--- config.mk ---
export PLATFORM = sky130hd
export DESIGN_NAME = bam_bypass_mult
export DESIGN_NICKNAME = d
export VERILOG_FILES = /design/src/rtl/bam_pkg.sv /design/src/rtl/bam_pp_gen.sv /design/src/rtl/bam_fa_cell.sv /design/src/rtl/bam_cpa_row.sv /design/src/rtl/bam_bypass_mult.sv
export SDC_FILE = /design/constraint.sdc
export NUM_CORES = 1
export LEC_CHECK = 0
export ABC_AREA = 0
export ABC_CLOCK_PERIOD_IN_PS = 11100
export BUFFER_PORTS_ARGS = -buffer_cell sky130_fd_sc_hd__buf_2
export CORE_MARGIN = 4
export CORE_UTILIZATION = 63
export DETAILED_ROUTE_END_ITERATION = 10
export GPL_ROUTABILITY_DRIVEN = 0
export PLACE_DENSITY_LB_ADDON = 0.3
export RECOVER_POWER = 100
export SLEW_MARGIN = 20
export SYNTH_ARGS = -nofsm -noshare
export SYNTH_HDL_FRONTEND = slang
export SYNTH_HIERARCHICAL = 1
export SYNTH_SLANG_ARGS = --single-unit
--- constraint.sdc ---
create_clock -name vclk -period 11.1
set_clock_uncertainty 0.1 [all_clocks]
set_input_delay 0.555 -clock vclk [all_inputs]
set_output_delay 0.555 -clock vclk [all_outputs]
set_load 0.01 [all_outputs]
--- src/rtl/bam_pkg.sv ---
package bam_pkg;

   // Which operand drives the per-cell bypass enables.
   typedef enum logic [0:0] {
      BAM_COLUMN = 1'b0,
      BAM_ROW    = 1'b1
   } bam_mode_e;

   // Smallest operand width the array supports.
   localparam int unsigned BAM_MIN_WIDTH = 2;

endpackage

--- src/rtl/bam_pp_gen.sv ---
module bam_pp_gen #(
   parameter int unsigned WIDTH = 8
) (
   input  logic [WIDTH-1:0]       opa,
   input  logic [WIDTH-1:0]       opb,
   output logic [WIDTH*WIDTH-1:0] pp_flat
);
   // pp_flat[r*WIDTH + i] = opa[i] & opb[r], weight r+i
   for (genvar r = 0; r < WIDTH; r++) begin : g_pp_row
      assign pp_flat[r*WIDTH +: WIDTH] = opa & {WIDTH{opb[r]}};
   end
endmodule

--- src/rtl/bam_fa_cell.sv ---
module bam_fa_cell
   import bam_pkg::*;
#(
   parameter bam_mode_e MODE = BAM_COLUMN
) (
   input  logic en,
   input  logic sum_up,
   input  logic pp_bit,
   input  logic carry_in,
   output logic sum_dn,
   output logic carry_out
);
   logic g_sum, g_pp, g_cin;
   logic fa_sum, fa_carry;

   // Input isolation: a disabled cell sees all-zero inputs.
   assign g_sum = sum_up   & en;
   assign g_pp  = pp_bit   & en;
   assign g_cin = carry_in & en;

   assign fa_sum   = g_sum ^ g_pp ^ g_cin;
   assign fa_carry = (g_sum & g_pp) | (g_sum & g_cin) | (g_pp & g_cin);

   // Bypass multiplexer.
   assign sum_dn    = en ? fa_sum   : sum_up;
   assign carry_out = en ? fa_carry : 1'b0;

   if (MODE == BAM_COLUMN) begin : g_col_chk
      // the diagonal above a bypassed cell is also bypassed, so no carry arrives.
      always_comb begin
         if (!en) begin
            p_col_carry_idle_r3: assert (carry_in == 1'b0)
               else $error("column bypass cell received a carry");
         end
      end
   end
endmodule

--- src/rtl/bam_cpa_row.sv ---
module bam_cpa_row #(
   parameter int unsigned BITS = 7
) (
   input  logic [BITS-1:0] x,
   input  logic [BITS-1:0] y,
   output logic [BITS-1:0] sum,
   output logic            cout
);
   logic [BITS:0] rip;

   assign rip[0] = 1'b0;
   for (genvar k = 0; k < BITS; k++) begin : g_rip
      assign sum[k]   = x[k] ^ y[k] ^ rip[k];
      assign rip[k+1] = (x[k] & y[k]) | (x[k] & rip[k]) | (y[k] & rip[k]);
   end
   assign cout = rip[BITS];

   // the ripple row adds its two vectors exactly.
   always_comb begin
      p_cpa_sum_r6: assert ({cout, sum} == ({1'b0, x} + {1'b0, y}))
         else $error("ripple row sum mismatch");
   end
endmodule

--- src/rtl/bam_bypass_mult.sv ---
module bam_bypass_mult
   import bam_pkg::*;
#(
   parameter int unsigned WIDTH = 8,
   parameter bam_mode_e   MODE  = BAM_COLUMN
) (
   input  logic [WIDTH-1:0]   a,
   input  logic [WIDTH-1:0]   b,
   output logic [2*WIDTH-1:0] product
);
   localparam int unsigned ROWS  = WIDTH;
   localparam int unsigned CELLS = WIDTH - 1;
   localparam int unsigned PW    = 2 * WIDTH;

   // elaboration-time parameter check.
   if (WIDTH < BAM_MIN_WIDTH) begin : g_bad_width
      $error("bam_bypass_mult: WIDTH must be at least 2");
   end

   logic [WIDTH*WIDTH-1:0] pp_flat;

   bam_pp_gen #(.WIDTH(WIDTH)) u_pp (
      .opa     (a),
      .opb     (b),
      .pp_flat (pp_flat)
   );

   // Row r holds sums of weight r+i and carries of weight r+i+1.
   for (genvar r = 0; r < ROWS; r++) begin : g_row
      logic [WIDTH-1:0] row_s;
      logic [CELLS-1:0] row_c;

      if (r == 0) begin : g_top
         assign row_s = pp_flat[0 +: WIDTH];
         assign row_c = '0;
      end else begin : g_add
         for (genvar i = 0; i < CELLS; i++) begin : g_cell
            logic cell_en;
            if (MODE == BAM_COLUMN) begin : g_en_col
               assign cell_en = a[i];
            end else begin : g_en_row
               // Carry-aware row enable: wake for a pending carry.
               assign cell_en = b[r] | g_row[r-1].row_c[i];
            end

            bam_fa_cell #(.MODE(MODE)) u_cell (
               .en        (cell_en),
               .sum_up    (g_row[r-1].row_s[i+1]),
               .pp_bit    (pp_flat[r*WIDTH + i]),
               .carry_in  (g_row[r-1].row_c[i]),
               .sum_dn    (row_s[i]),
               .carry_out (row_c[i])
            );
         end
         assign row_s[WIDTH-1] = pp_flat[r*WIDTH + WIDTH - 1];

         if (MODE == BAM_ROW) begin : g_row_chk
            // idle row passes sums down and emits no carries.
            always_comb begin
               if (!b[r] && (g_row[r-1].row_c == '0)) begin
                  p_row_idle_r4: assert ((row_c == '0) &&
                                         (row_s[WIDTH-2:0] == g_row[r-1].row_s[WIDTH-1:1]))
                     else $error("idle row disturbed sums or carries");
               end
            end
         end
      end

      assign product[r] = row_s[0];
   end

   bam_cpa_row #(.BITS(CELLS)) u_cpa (
      .x    (g_row[ROWS-1].row_s[WIDTH-1:1]),
      .y    (g_row[ROWS-1].row_c),
      .sum  (product[PW-2:WIDTH]),
      .cout (product[PW-1])
   );

   // port-level arithmetic checks.
   always_comb begin
      p_product_exact_r1: assert (product == ({{WIDTH{1'b0}}, a} * {{WIDTH{1'b0}}, b}))
         else $error("product mismatch");
      if ((a == '0) || (b == '0)) begin
         p_zero_operand_r2: assert (product == '0)
            else $error("zero operand gave nonzero product");
      end
      if (a == WIDTH'(1)) begin
         p_identity_r7: assert (product == {{WIDTH{1'b0}}, b})
            else $error("identity operand failed");
      end
   end
endmodule

# After elaboration in Yosys (flattened, before gate mapping)
# Index checks and enable logic that the tools add are counted.
[word_totals]
inputBits = 16
wordCells = 598
register_bits = 0
[classes]
mux = 98
n_bitwise = 500
[op_table]
columns = ["op", "n"]
rows = [
  ["$and 1x1->1", 292],
  ["$xor 1x1->1", 104],
  ["$mux 1", 98],
  ["$or 1x1->1", 96],
  ["$and 8x8->8", 8],
]

# Depth between registers and ports, before layout
# Gate-level depths: netlist (run 1).
[logic_depth]
ltp_word = 53
mapped_depth = 31
depth_no_buf = 31

# Cells and area by module
# Netlist (run 1), hierarchy kept.
[modules_own_cells]
columns = ["mod", "n_inst", "cells_per_inst", "area_per_inst_um2"]
rows = [
  ["bam_fa_cell", 49, 7, 46.3],
  ["bam_pp_gen", 1, 64, 400.4],
  ["bam_cpa_row", 1, 12, 151.4],
  ["bam_bypass_mult", 1, 8, 56.3],
]

# Worst setup path before layout (run 1)
# OpenSTA, ideal clock, no wires.
[synth_timing]
path_type = "input port to output port"
startpoint = "input b[1]"
endpoint = "output product[14]"
slack_ps = 2589
n_path_buf = 0
required_time_ps = 10445
cell_stages = 31
arrival_time_ps = 7856
path_cell_list = "and2_1 -> nand2_1 -> fa_1 -> a21oi_1 -> nand2_1 -> fa_1 -> a21oi_1 -> nand2_1 -> fa_1 -> a21oi_1 -> nand2_1 -> fa_1 -> a21oi_1 -> nand2_1 -> fa_1 -> a21oi_1 -> nand2_1 -> fa_1 -> nor2b_1 -> nand2_1 -> fa_1 -> a21oi_1 -> ha_1 -> fa_1 -> fa_1 -> fa_1 -> fa_1 -> fa_1 -> inv_1 -> fa_1 -> inv_1"
[synth_rtl]
columns = ["element", "line_no", "source"]
rows = [
  ["start, declared", "bam_bypass_mult.sv:8", "input logic [WIDTH-1:0] b,"],
  ["$and 8x8->8 *", "bam_pp_gen.sv:10", "assign pp_flat[r*WIDTH +: WIDTH] = opa & {WIDTH{opb[r]}};"],
  ["$and 1x1->1 *", "bam_fa_cell.sv:18", "assign g_pp = pp_bit & en;"],
  ["$xor 1x1->1 *", "bam_fa_cell.sv:21", "assign fa_sum = g_sum ^ g_pp ^ g_cin;"],
  ["$mux 1 *", "bam_fa_cell.sv:25", "assign sum_dn = en ? fa_sum : sum_up;"],
  ["named net g_row[1].row_s[6]", "bam_bypass_mult.sv:30", "logic [WIDTH-1:0] row_s;"],
  ["$and 1x1->1", "bam_fa_cell.sv:17", "assign g_sum = sum_up & en;"],
  ["$xor 1x1->1 (2 in series)", "bam_fa_cell.sv:21", ""],
  ["$mux 1 *", "bam_fa_cell.sv:25", ""],
  ["named net g_row[2].row_s[5]", "bam_bypass_mult.sv:30", ""],
  ["(+4 left out)", "--", ""],
  ["named net g_row[3].row_s[4]", "bam_bypass_mult.sv:30", ""],
  ["(+4 left out)", "--", ""],
  ["named net g_row[4].row_s[3]", "bam_bypass_mult.sv:30", ""],
  ["(+4 left out)", "--", ""],
  ["named net g_row[5].row_s[2]", "bam_bypass_mult.sv:30", ""],
  ["(+5 left out)", "--", ""],
  ["named net g_row[6].row_c[1]", "bam_bypass_mult.sv:31", "logic [CELLS-1:0] row_c;"],
  ["(+3 left out)", "--", ""],
  ["named net g_row[7].row_s[1]", "bam_bypass_mult.sv:30", ""],
  ["(+9 left out)", "--", ""],
  ["$or 1x1->1 *", "bam_cpa_row.sv:14", "assign rip[k+1] = (x[k] & y[k]) | (x[k] & rip[k]) | (y[k] & rip[k]);"],
  ["$and 1x1->1", "bam_cpa_row.sv:14", ""],
  ["$or 1x1->1", "bam_cpa_row.sv:14", ""],
  ["$or 1x1->1 *", "bam_cpa_row.sv:14", ""],
  ["$and 1x1->1", "bam_cpa_row.sv:14", ""],
  ["$or 1x1->1", "bam_cpa_row.sv:14", ""],
  ["$or 1x1->1 *", "bam_cpa_row.sv:14", ""],
  ["$xor 1x1->1 *", "bam_cpa_row.sv:13", "assign sum[k] = x[k] ^ y[k] ^ rip[k];"],
  ["end, declared", "bam_bypass_mult.sv:9", "output logic [2*WIDTH-1:0] product"],
]
# The timed path passes the listed nets; every way through them passes the cells marked *.

# Worst setup path after layout (run 1)
[layout_timing]
startpoint = "input a[6]"
endpoint = "output product[14]"
[layout_rtl]
columns = ["element", "line_no", "source"]
rows = [
  ["start, declared", "bam_bypass_mult.sv:7", "input logic [WIDTH-1:0] a,"],
  ["$and 8x8->8 *", "bam_pp_gen.sv:10", ""],
  ["named net pp_flat[14]", "bam_bypass_mult.sv:20", "logic [WIDTH*WIDTH-1:0] pp_flat;"],
  ["$and 1x1->1 *", "bam_fa_cell.sv:18", ""],
  ["$xor 1x1->1 *", "bam_fa_cell.sv:21", ""],
  ["$mux 1 *", "bam_fa_cell.sv:25", ""],
  ["named net g_row[1].row_s[6]", "bam_bypass_mult.sv:30", ""],
  ["$and 1x1->1", "bam_fa_cell.sv:17", ""],
  ["$xor 1x1->1 (2 in series)", "bam_fa_cell.sv:21", ""],
  ["(+1 left out)", "--", ""],
  ["named net g_row[2].row_s[5]", "bam_bypass_mult.sv:30", ""],
  ["(+4 left out)", "--", ""],
  ["named net g_row[3].row_s[4]", "bam_bypass_mult.sv:30", ""],
  ["(+4 left out)", "--", ""],
  ["named net g_row[4].row_s[3]", "bam_bypass_mult.sv:30", ""],
  ["(+4 left out)", "--", ""],
  ["named net g_row[5].row_s[2]", "bam_bypass_mult.sv:30", ""],
  ["(+5 left out)", "--", ""],
  ["named net g_row[6].row_c[1]", "bam_bypass_mult.sv:31", ""],
  ["(+3 left out)", "--", ""],
  ["named net g_row[7].row_s[1]", "bam_bypass_mult.sv:30", ""],
  ["(+9 left out)", "--", ""],
  ["$or 1x1->1 *", "bam_cpa_row.sv:14", ""],
  ["$and 1x1->1", "bam_cpa_row.sv:14", ""],
  ["$or 1x1->1", "bam_cpa_row.sv:14", ""],
  ["$or 1x1->1 *", "bam_cpa_row.sv:14", ""],
  ["$and 1x1->1", "bam_cpa_row.sv:14", ""],
  ["$or 1x1->1", "bam_cpa_row.sv:14", ""],
  ["$or 1x1->1 *", "bam_cpa_row.sv:14", ""],
  ["$xor 1x1->1 *", "bam_cpa_row.sv:13", ""],
]
# Marked as above.

==> impl_metrics.env, run 1 <==
export IMPL_status="finished, violations left"
export IMPL_violations="capacitance limit, slew limit"
export IMPL_fmax_mhz=101
export IMPL_syn_inst=427
export IMPL_grt_usage_pct=18.6
export IMPL_antenna_cells=0
export IMPL_nets=532
export IMPL_tightest_slew_ns=1.54
export IMPL_min_path_type="input port to primary output"
export IMPL_holdBufCountCts=0
export IMPL_chipHeight_um=75.6
export IMPL_n_fill_cell=405
export IMPL_p_per_area_nw_per_um2=31.9
export IMPL_path_common_cell="fa_1"
export IMPL_synth_cell_types=10
export IMPL_grt_pass1_vias=2194
export IMPL_area_growth_pct=6.18
export IMPL_final_cell_area_um2=3050
export IMPL_path_class="input port to primary output"
export IMPL_critPathMaxFanout=50
export IMPL_synth_avg_cell_area_um2=6.74
export IMPL_grt_max_degree=51
export IMPL_hpwl_mm=4.06
export IMPL_grt_pass1_wl_mm=8.76
export IMPL_yosysWarningCount=6
export IMPL_ant_nets=0
export IMPL_multi_input_area_um2=2830
export IMPL_clockBufferCount=0
export IMPL_synth_most_common_cell="nand2_1"
export IMPL_grt_overflow_total=0
export IMPL_synthTopCellsByArea="fa_1 (38%), nand2_1 (19%), and2_1 (14%)"
export IMPL_fp_dieArea_um2=5710
export IMPL_setup_tns_ns=0
export IMPL_antenna_found_initial=0
export IMPL_min_period_ns=9.92
export IMPL_cp_arrival_ns=9.26
export IMPL_area_sequential_um2=0
export IMPL_synth_area_um2=2880
export IMPL_drtPass1Iterations=4
export IMPL_critPathRequiredTime_ns=10.45
export IMPL_postPlaceCellArea_um2=3070
export IMPL_endpoint_kind="primary output"
export IMPL_setup_viol=0
export IMPL_synthTopCellsByCount="nand2_1 (147), and2_1 (64), fa_1 (55)"
export IMPL_dr_total_vias=2501
export IMPL_yosysSeqAreaShare_pct=0
export IMPL_wl_mm=4.94
export IMPL_slew_headroom_pct=-2.91
export IMPL_drtIter0Drc=65
export IMPL_period_share_pct=89.4
export IMPL_leakagePower_nw=0.959
export IMPL_core_area_um2=4380
export IMPL_hold_violations=0
export IMPL_numSequentialCells=0
export IMPL_cpMaxStageDelayCell="fa_1"
export IMPL_rows=24
export IMPL_cts_setup_buffers=0
export IMPL_cp_start_kind="input port"
export IMPL_numPortBuffers=32
export IMPL_drt_wirelength_per_cell_um=9.68
export IMPL_io_pins=32
export IMPL_die_w_um=75.6
export IMPL_ir_drop_uv=20.4
export IMPL_route_detailed_drc=0
export IMPL_cts_resized=0
export IMPL_drive_gt1_share_pct=3.93
export IMPL_initial_core_util_pct=65.6
export IMPL_drt_vias_per_instance=4.90
export IMPL_cap_violations=1
export IMPL_slew_violations=51
export IMPL_slowest_delay_ns=0.57
export IMPL_rsz0062_at_grt="no"
export IMPL_synth_top_cell_area_share_pct=38.3
export IMPL_synth_area_leader_cell="fa_1"
## cell type report
| class | count | share of cell area [%] |
|---|---|---|
| timing repair buffer | 32 | 4.67 |
| multi-input combinational | 421 | 92.6 |
| tap | 52 | 2.13 |
| inverter | 5 | 0.615 |
## per-stage QoR
stage               total power [W]  std cells  hold WS, ns  worst slack, ns  util (%)
floorplan                 0.0000701        433         1.15             2.59         -
global placement          0.0000943        510         1.42             1.45      70.1
detailed placement        0.0000994        510         1.42             1.16      70.1
CTS                        0.000100        510         1.42             1.14      70.1
global route               0.000115        510         1.45            0.481      69.7
finish                    0.0000975        510         1.42             1.18      69.7
## layout by cell type, fill, tap and decap left out
cell,count
buf_2,18
and2_0,1
a21oi_1,49
conb_1,7
fa_1,55
ha_1,1
inv_1,5
clkbuf_1,14
nand2_1,147
nor2b_1,49
nor2_1,49
and2_1,63
## path summary, 6_finish.rpt
| path | startpoint | end | slack (ns) | cells past startpoint |
|---|---|---|---|---|
| max | a[6] | product[14] | 1.18 | 33 |
| min | b[0] | product[0] | 1.42 | 3 |
## cells by family after synthesis
group | after synthesis | share of synthesized area (%)
simple gates | 309 | 50.2
other cells | 1 | 0.130
buf+inv | 12 | 2.48
fa+ha+maj | 56 | 38.7
compound gates | 49 | 8.53
## routing by layer
| layer | vias up | global-route usage, % | share of wire, % |
|---|---|---|---|
| li1 | 1382 | - | - |
| met1 | 1100 | 24.0 | 46 |
| met2 | 19 | 36.7 | 53 |
| met3 | 0 | 0 | 1.5 |
| met4 | 0 | 0.777 | 0 |
| met5 | - | 0 | 0 |
## report_power, final
group | total, W | internal (W) | switching (W)
logic | 0.0000975 | 0.0000373 | 0.0000602
clock network | 0 | 0 | 0
registers | 0 | 0 | 0
total | 0.0000975 | 0.0000373 | 0.0000602
## critical path, delay by kind of cell
| family | cells | cell delay, ns |
|---|---|---|
| fa+ha+maj | 14 | 5.82 |
| compound gates | 6 | 1.12 |
| simple gates | 9 | 0.98 |
| buf+inv | 4 | 0.78 |
Power figures use the tool's default switching activity.
==> run 2, diff against run 1 <==
--- a/config.mk
+++ b/config.mk
@@ -8,7 +8,7 @@
 export ABC_AREA = 0
 export ABC_CLOCK_PERIOD_IN_PS = 11100
 export BUFFER_PORTS_ARGS = -buffer_cell sky130_fd_sc_hd__buf_2
-export CORE_MARGIN = 4
+export CORE_MARGIN = 2
 export CORE_UTILIZATION = 63
 export DETAILED_ROUTE_END_ITERATION = 10
 export GPL_ROUTABILITY_DRIVEN = 0
==> run 2 against run 1 <==
Against the previous run:
- utilization stayed put
- total power is 0.20% lower
- via count increased by 0.64%
- setup slack improved by 0.052 ns
- die area fell by 10%
- the run still ends with capacitance limit, slew limit left
- first-iteration DRC count is 9.2% higher
- highest routed layer is now met4
- critical endpoint unchanged
- largest cell class unchanged
- clock-buffer cell count did not move
==> impl_metrics.env, run 2 (synthesized netlist as in run 1, its figures left out) <==
export IMPL_p_sw_share_pct=61.6
export IMPL_hold_violations=0
export IMPL_violations="capacitance limit, slew limit"
export IMPL_place_inst=510
export IMPL_area_growth_pct=6.18
export IMPL_grt_pass1_wl_mm=9.30
export IMPL_cp_start_kind="input port"
export IMPL_clock_power_share_pct=0
export IMPL_drt_wirelength_per_cell_um=9.52
export IMPL_die_w_um=71.6
export IMPL_cpMaxStageDelayCell="fa_1"
export IMPL_dr_total_vias=2517
export IMPL_ir_drop_uv=18.4
export IMPL_final_common_cell="nand2_1"
export IMPL_wl_mm=4.86
export IMPL_status="finished, violations left"
export IMPL_path_common_cell="fa_1"
export IMPL_grt_overflow_total=0
export IMPL_internal_power_w=0.0000373
export IMPL_slowest_delay_ns=0.56
export IMPL_numPortBuffers=32
export IMPL_grt_usage_pct=21.4
export IMPL_core_area_um2=4380
export IMPL_numSequentialCells=0
export IMPL_p_per_area_nw_per_um2=31.9
export IMPL_seq_power_share_pct=0
export IMPL_initial_core_util_pct=65.6
export IMPL_fp_dieArea_um2=5120
export IMPL_min_path_type="input port to primary output"
export IMPL_pwr_share_comb_pct=100.0
export IMPL_critPathMaxFanout=50
export IMPL_rows=24
export IMPL_p_sw_w=0.0000599
export IMPL_path_class="input port to primary output"
export IMPL_drtPass1Iterations=5
export IMPL_leakagePower_nw=0.959
export IMPL_drive_gt1_share_pct=3.93
export IMPL_antenna_cells=0
export IMPL_chipHeight_um=71.6
export IMPL_clockBufferCount=0
export IMPL_nets=532
export IMPL_endpoint_kind="primary output"
export IMPL_setup_viol=0
export IMPL_grt_pass1_vias=2402
export IMPL_min_period_ns=9.87
export IMPL_rsz0062_at_grt="no"
export IMPL_final_cell_mix="nand2_1 (147), and2_1 (63), fa_1 (55)"
export IMPL_fmax_mhz=101
export IMPL_cp_arrival_ns=9.21
export IMPL_hpwl_mm=4.06
export IMPL_route_detailed_drc=0
export IMPL_area_sequential_um2=0
export IMPL_drtIter0Drc=71
export IMPL_tightest_slew_ns=1.53
export IMPL_instances_no_fill=510
export IMPL_slew_violations=51
export IMPL_setup_tns_ns=0
export IMPL_cts_setup_buffers=0
export IMPL_slew_headroom_pct=-1.96
export IMPL_critPathRequiredTime_ns=10.45
export IMPL_ant_nets=0
export IMPL_drt_vias_per_instance=4.94
export IMPL_power_w=0.0000973
export IMPL_io_pins=32
export IMPL_cap_violations=1
export IMPL_grt_max_degree=51
export IMPL_antenna_found_initial=0
export IMPL_holdBufCountCts=0
export IMPL_period_share_pct=88.9
export IMPL_cts_resized=0
==> run 2: worst max-delay path: cells and delay by family <==
family                     cells  cell delay (ns)
adders and majority gates     14             5.76
AOI/OAI and AO/OA              6             1.13
and+or+nand+nor                9             0.98
buffers and inverters          4             0.78
==> run 2: worst paths after layout <==
check / slack (ns) / from / cells past startpoint / endpoint
setup / recovery: 1.23 / a[6] / 33 / product[14]
hold / removal: 1.42 / b[0] / 3 / product[0]
==> run 2: metal layers <==
metal | global-route usage [%] | vias up | part of all wire [%]
met5 | 0 | - | 0
met4 | 2.52 | 0 | 0.62
met3 | 0.422 | 4 | 1.2
met2 | 43.0 | 28 | 53
met1 | 25.9 | 1103 | 46
li1 | - | 1382 | -
==> run 2: area by class of cell <==
type | instances | area (um^2)
multi-input cells | 421 | 2830
well taps | 52 | 65.1
repair buffers | 32 | 143
fillers | 416 | 1330
inverters | 5 | 18.8
==> run 2: through the flow <==
stage | setup WS, ns | utilization (%) | hold WS [ns] | cell area (um^2)
floorplan | 2.59 | - | 1.15 | 2900
global placement | 1.46 | 70.1 | 1.42 | 3070
detailed placement | 1.21 | 70.1 | 1.42 | 3070
CTS | 1.19 | 70.1 | 1.42 | 3070
global route | 0.512 | 69.7 | 1.45 | 3050
finish | 1.23 | 69.7 | 1.42 | 3050
==> run 2: power by group through the flow <==
stage / combinational, W / sequential, W / clock (W)
6_report: 0.0000973 / 0 / 0
4_1_cts: 0.0000999 / 0 / 0
3_5_place_dp: 0.0000992 / 0 / 0
2_1_floorplan: 0.0000701 / 0 / 0
5_1_grt: 0.000115 / 0 / 0
3_3_place_gp: 0.0000941 / 0 / 0
==> run 3, diff against run 2 <==
--- a/config.mk
+++ b/config.mk
@@ -13,7 +13,6 @@
 export DETAILED_ROUTE_END_ITERATION = 10
 export GPL_ROUTABILITY_DRIVEN = 0
 export PLACE_DENSITY_LB_ADDON = 0.3
-export RECOVER_POWER = 100
 export SLEW_MARGIN = 20
 export SYNTH_ARGS = -nofsm -noshare
 export SYNTH_HDL_FRONTEND = slang
==> run 3 against run 2 <==
Against the previous run:
- die area is the same
- the flow now finishes without violations
- utilization grew 0.40 points
- routed wire length shrank 0.68%
- critical path depth is the same
- largest cell class unchanged
- first-iteration DRC count shrank 25%
- clock-buffer cell count is the same
- final cell count is the same
- via count shrank 0.40%
- maximum frequency grew 0.39%
- combinational power grew 1%
==> impl_metrics.env, run 3 (synthesized netlist as in run 1, its figures left out) <==
export IMPL_status="complete, no violations"
export IMPL_cp_start_kind="input port"
export IMPL_drt_vias_per_instance=4.92
export IMPL_top_usage_layer="met2"
export IMPL_hold_path_cell_count=3
export IMPL_setup_viol=0
export IMPL_area_sequential_um2=0
export IMPL_tightest_slew_ns=0.645
export IMPL_cp_startpoint="a[6]"
export IMPL_die_w_um=71.6
export IMPL_clockBufferCount=0
export IMPL_grt_overflow_total=0
export IMPL_utilization_pct=70.1
export IMPL_fp_dieArea_um2=5120
export IMPL_cts_resized=0
export IMPL_hold_violations=0
export IMPL_slowest_delay_ns=0.56
export IMPL_p_per_area_nw_per_um2=32.0
export IMPL_power_w=0.0000984
export IMPL_endpoint_kind="primary output"
export IMPL_fmax_mhz=102
export IMPL_cp_arrival_ns=9.17
export IMPL_numPortBuffers=32
export IMPL_min_path_type="input port to primary output"
export IMPL_core_area_um2=4380
export IMPL_drt_wirelength_per_cell_um=9.45
export IMPL_leakagePower_nw=1.00
export IMPL_final_cell_mix="nand2_1 (147), and2_1 (64), fa_1 (55)"
export IMPL_grt_usage_pct=21.4
export IMPL_n_fill_cell=413
export IMPL_ir_drop_uv=18.3
export IMPL_final_common_cell="nand2_1"
export IMPL_critPathRequiredTime_ns=10.45
export IMPL_drtPass1Iterations=4
export IMPL_period_share_pct=88.6
export IMPL_rsz0062_at_grt="no"
export IMPL_antenna_cells=0
export IMPL_crit_family="adder cells"
export IMPL_hpwl_mm=4.06
export IMPL_path_common_cell="fa_1"
export IMPL_holdPathEnd="product[0]"
export IMPL_antenna_found_initial=0
export IMPL_path_buf_inv=4
export IMPL_numSequentialCells=0
export IMPL_path_class="input port to primary output"
export IMPL_min_period_ns=9.83
export IMPL_holdBufCountCts=0
export IMPL_area_growth_pct=6.79
export IMPL_cpMaxStageDelayCell="fa_1"
export IMPL_hold_slack_ns=1.42
export IMPL_cap_violations=0
export IMPL_ant_nets=0
export IMPL_grt_pass1_vias=2402
export IMPL_globalRouteMet1Util_pct=25.9
export IMPL_grt_pass1_wl_mm=9.30
export IMPL_hold_path_startpoint="b[0]"
export IMPL_critPathMaxFanout=50
export IMPL_grt_use_met3_pct=0.422
export IMPL_slew_violations=0
export IMPL_slew_headroom_pct=57.0
export IMPL_chipHeight_um=71.6
export IMPL_timing_final_ws_setup_ns=1.27
export IMPL_drive_gt1_share_pct=6.99
export IMPL_dr_total_vias=2507
export IMPL_initial_core_util_pct=65.6
export IMPL_drtIter0Drc=53
export IMPL_setup_tns_ns=0
export IMPL_post_place_ws_ns=1.21
export IMPL_nets=532
export IMPL_cts_setup_buffers=0
export IMPL_rows=24
export IMPL_io_pins=32
export IMPL_grt_max_degree=51
export IMPL_wl_mm=4.82
export IMPL_route_detailed_drc=0
export IMPL_grtUsageMet2_pct=43.0
run 3: cell count changes in the layout (fill, tap and decap cells not counted):
cell	previous run	this run
buf_2	18	32
clkbuf_1	14	0
and2_0	1	0
and2_1	63	64
run 3: worst max path at each step:
stage | to | slack [ns] | depth (start not counted)
global route | product[14] | 0.54 | 33
detailed placement | product[14] | 1.21 | 33
global placement | product[14] | 1.46 | 33
finish | product[14] | 1.27 | 33
CTS | product[14] | 1.19 | 33
floorplan | product[14] | 2.59 | 31
run 3: area by class of cell:
cell class | instances | area (um^2) | share of cell area, %
Timing Repair Buffer | 32 | 160 | 5.21
Inverter | 5 | 18.8 | 0.611
Multi-Input combinational cell | 421 | 2830 | 92.1
Tap cell | 52 | 65.1 | 2.12
run 3: routing by layer:
layer,vias to the layer above,wire (um)
li1,1379,-
met1,1096,2200
met2,28,2530
met3,4,63
met4,0,30
met5,-,0
run 3: power by group:
part	internal (W)	switching (W)	total, W
registers	0	0	0
logic	0.0000388	0.0000596	0.0000984
clock network	0	0	0
total	0.0000388	0.0000596	0.0000984
run 3: metrics by stage:
| stage | instance area, um^2 | std cells |
|---|---|---|
| after floorplan | 2900 | 433 |
| after global placement | 3070 | 510 |
| after detailed placement | 3070 | 510 |
| after CTS | 3070 | 510 |
| after global routing | 3070 | 510 |
| final | 3070 | 510 |
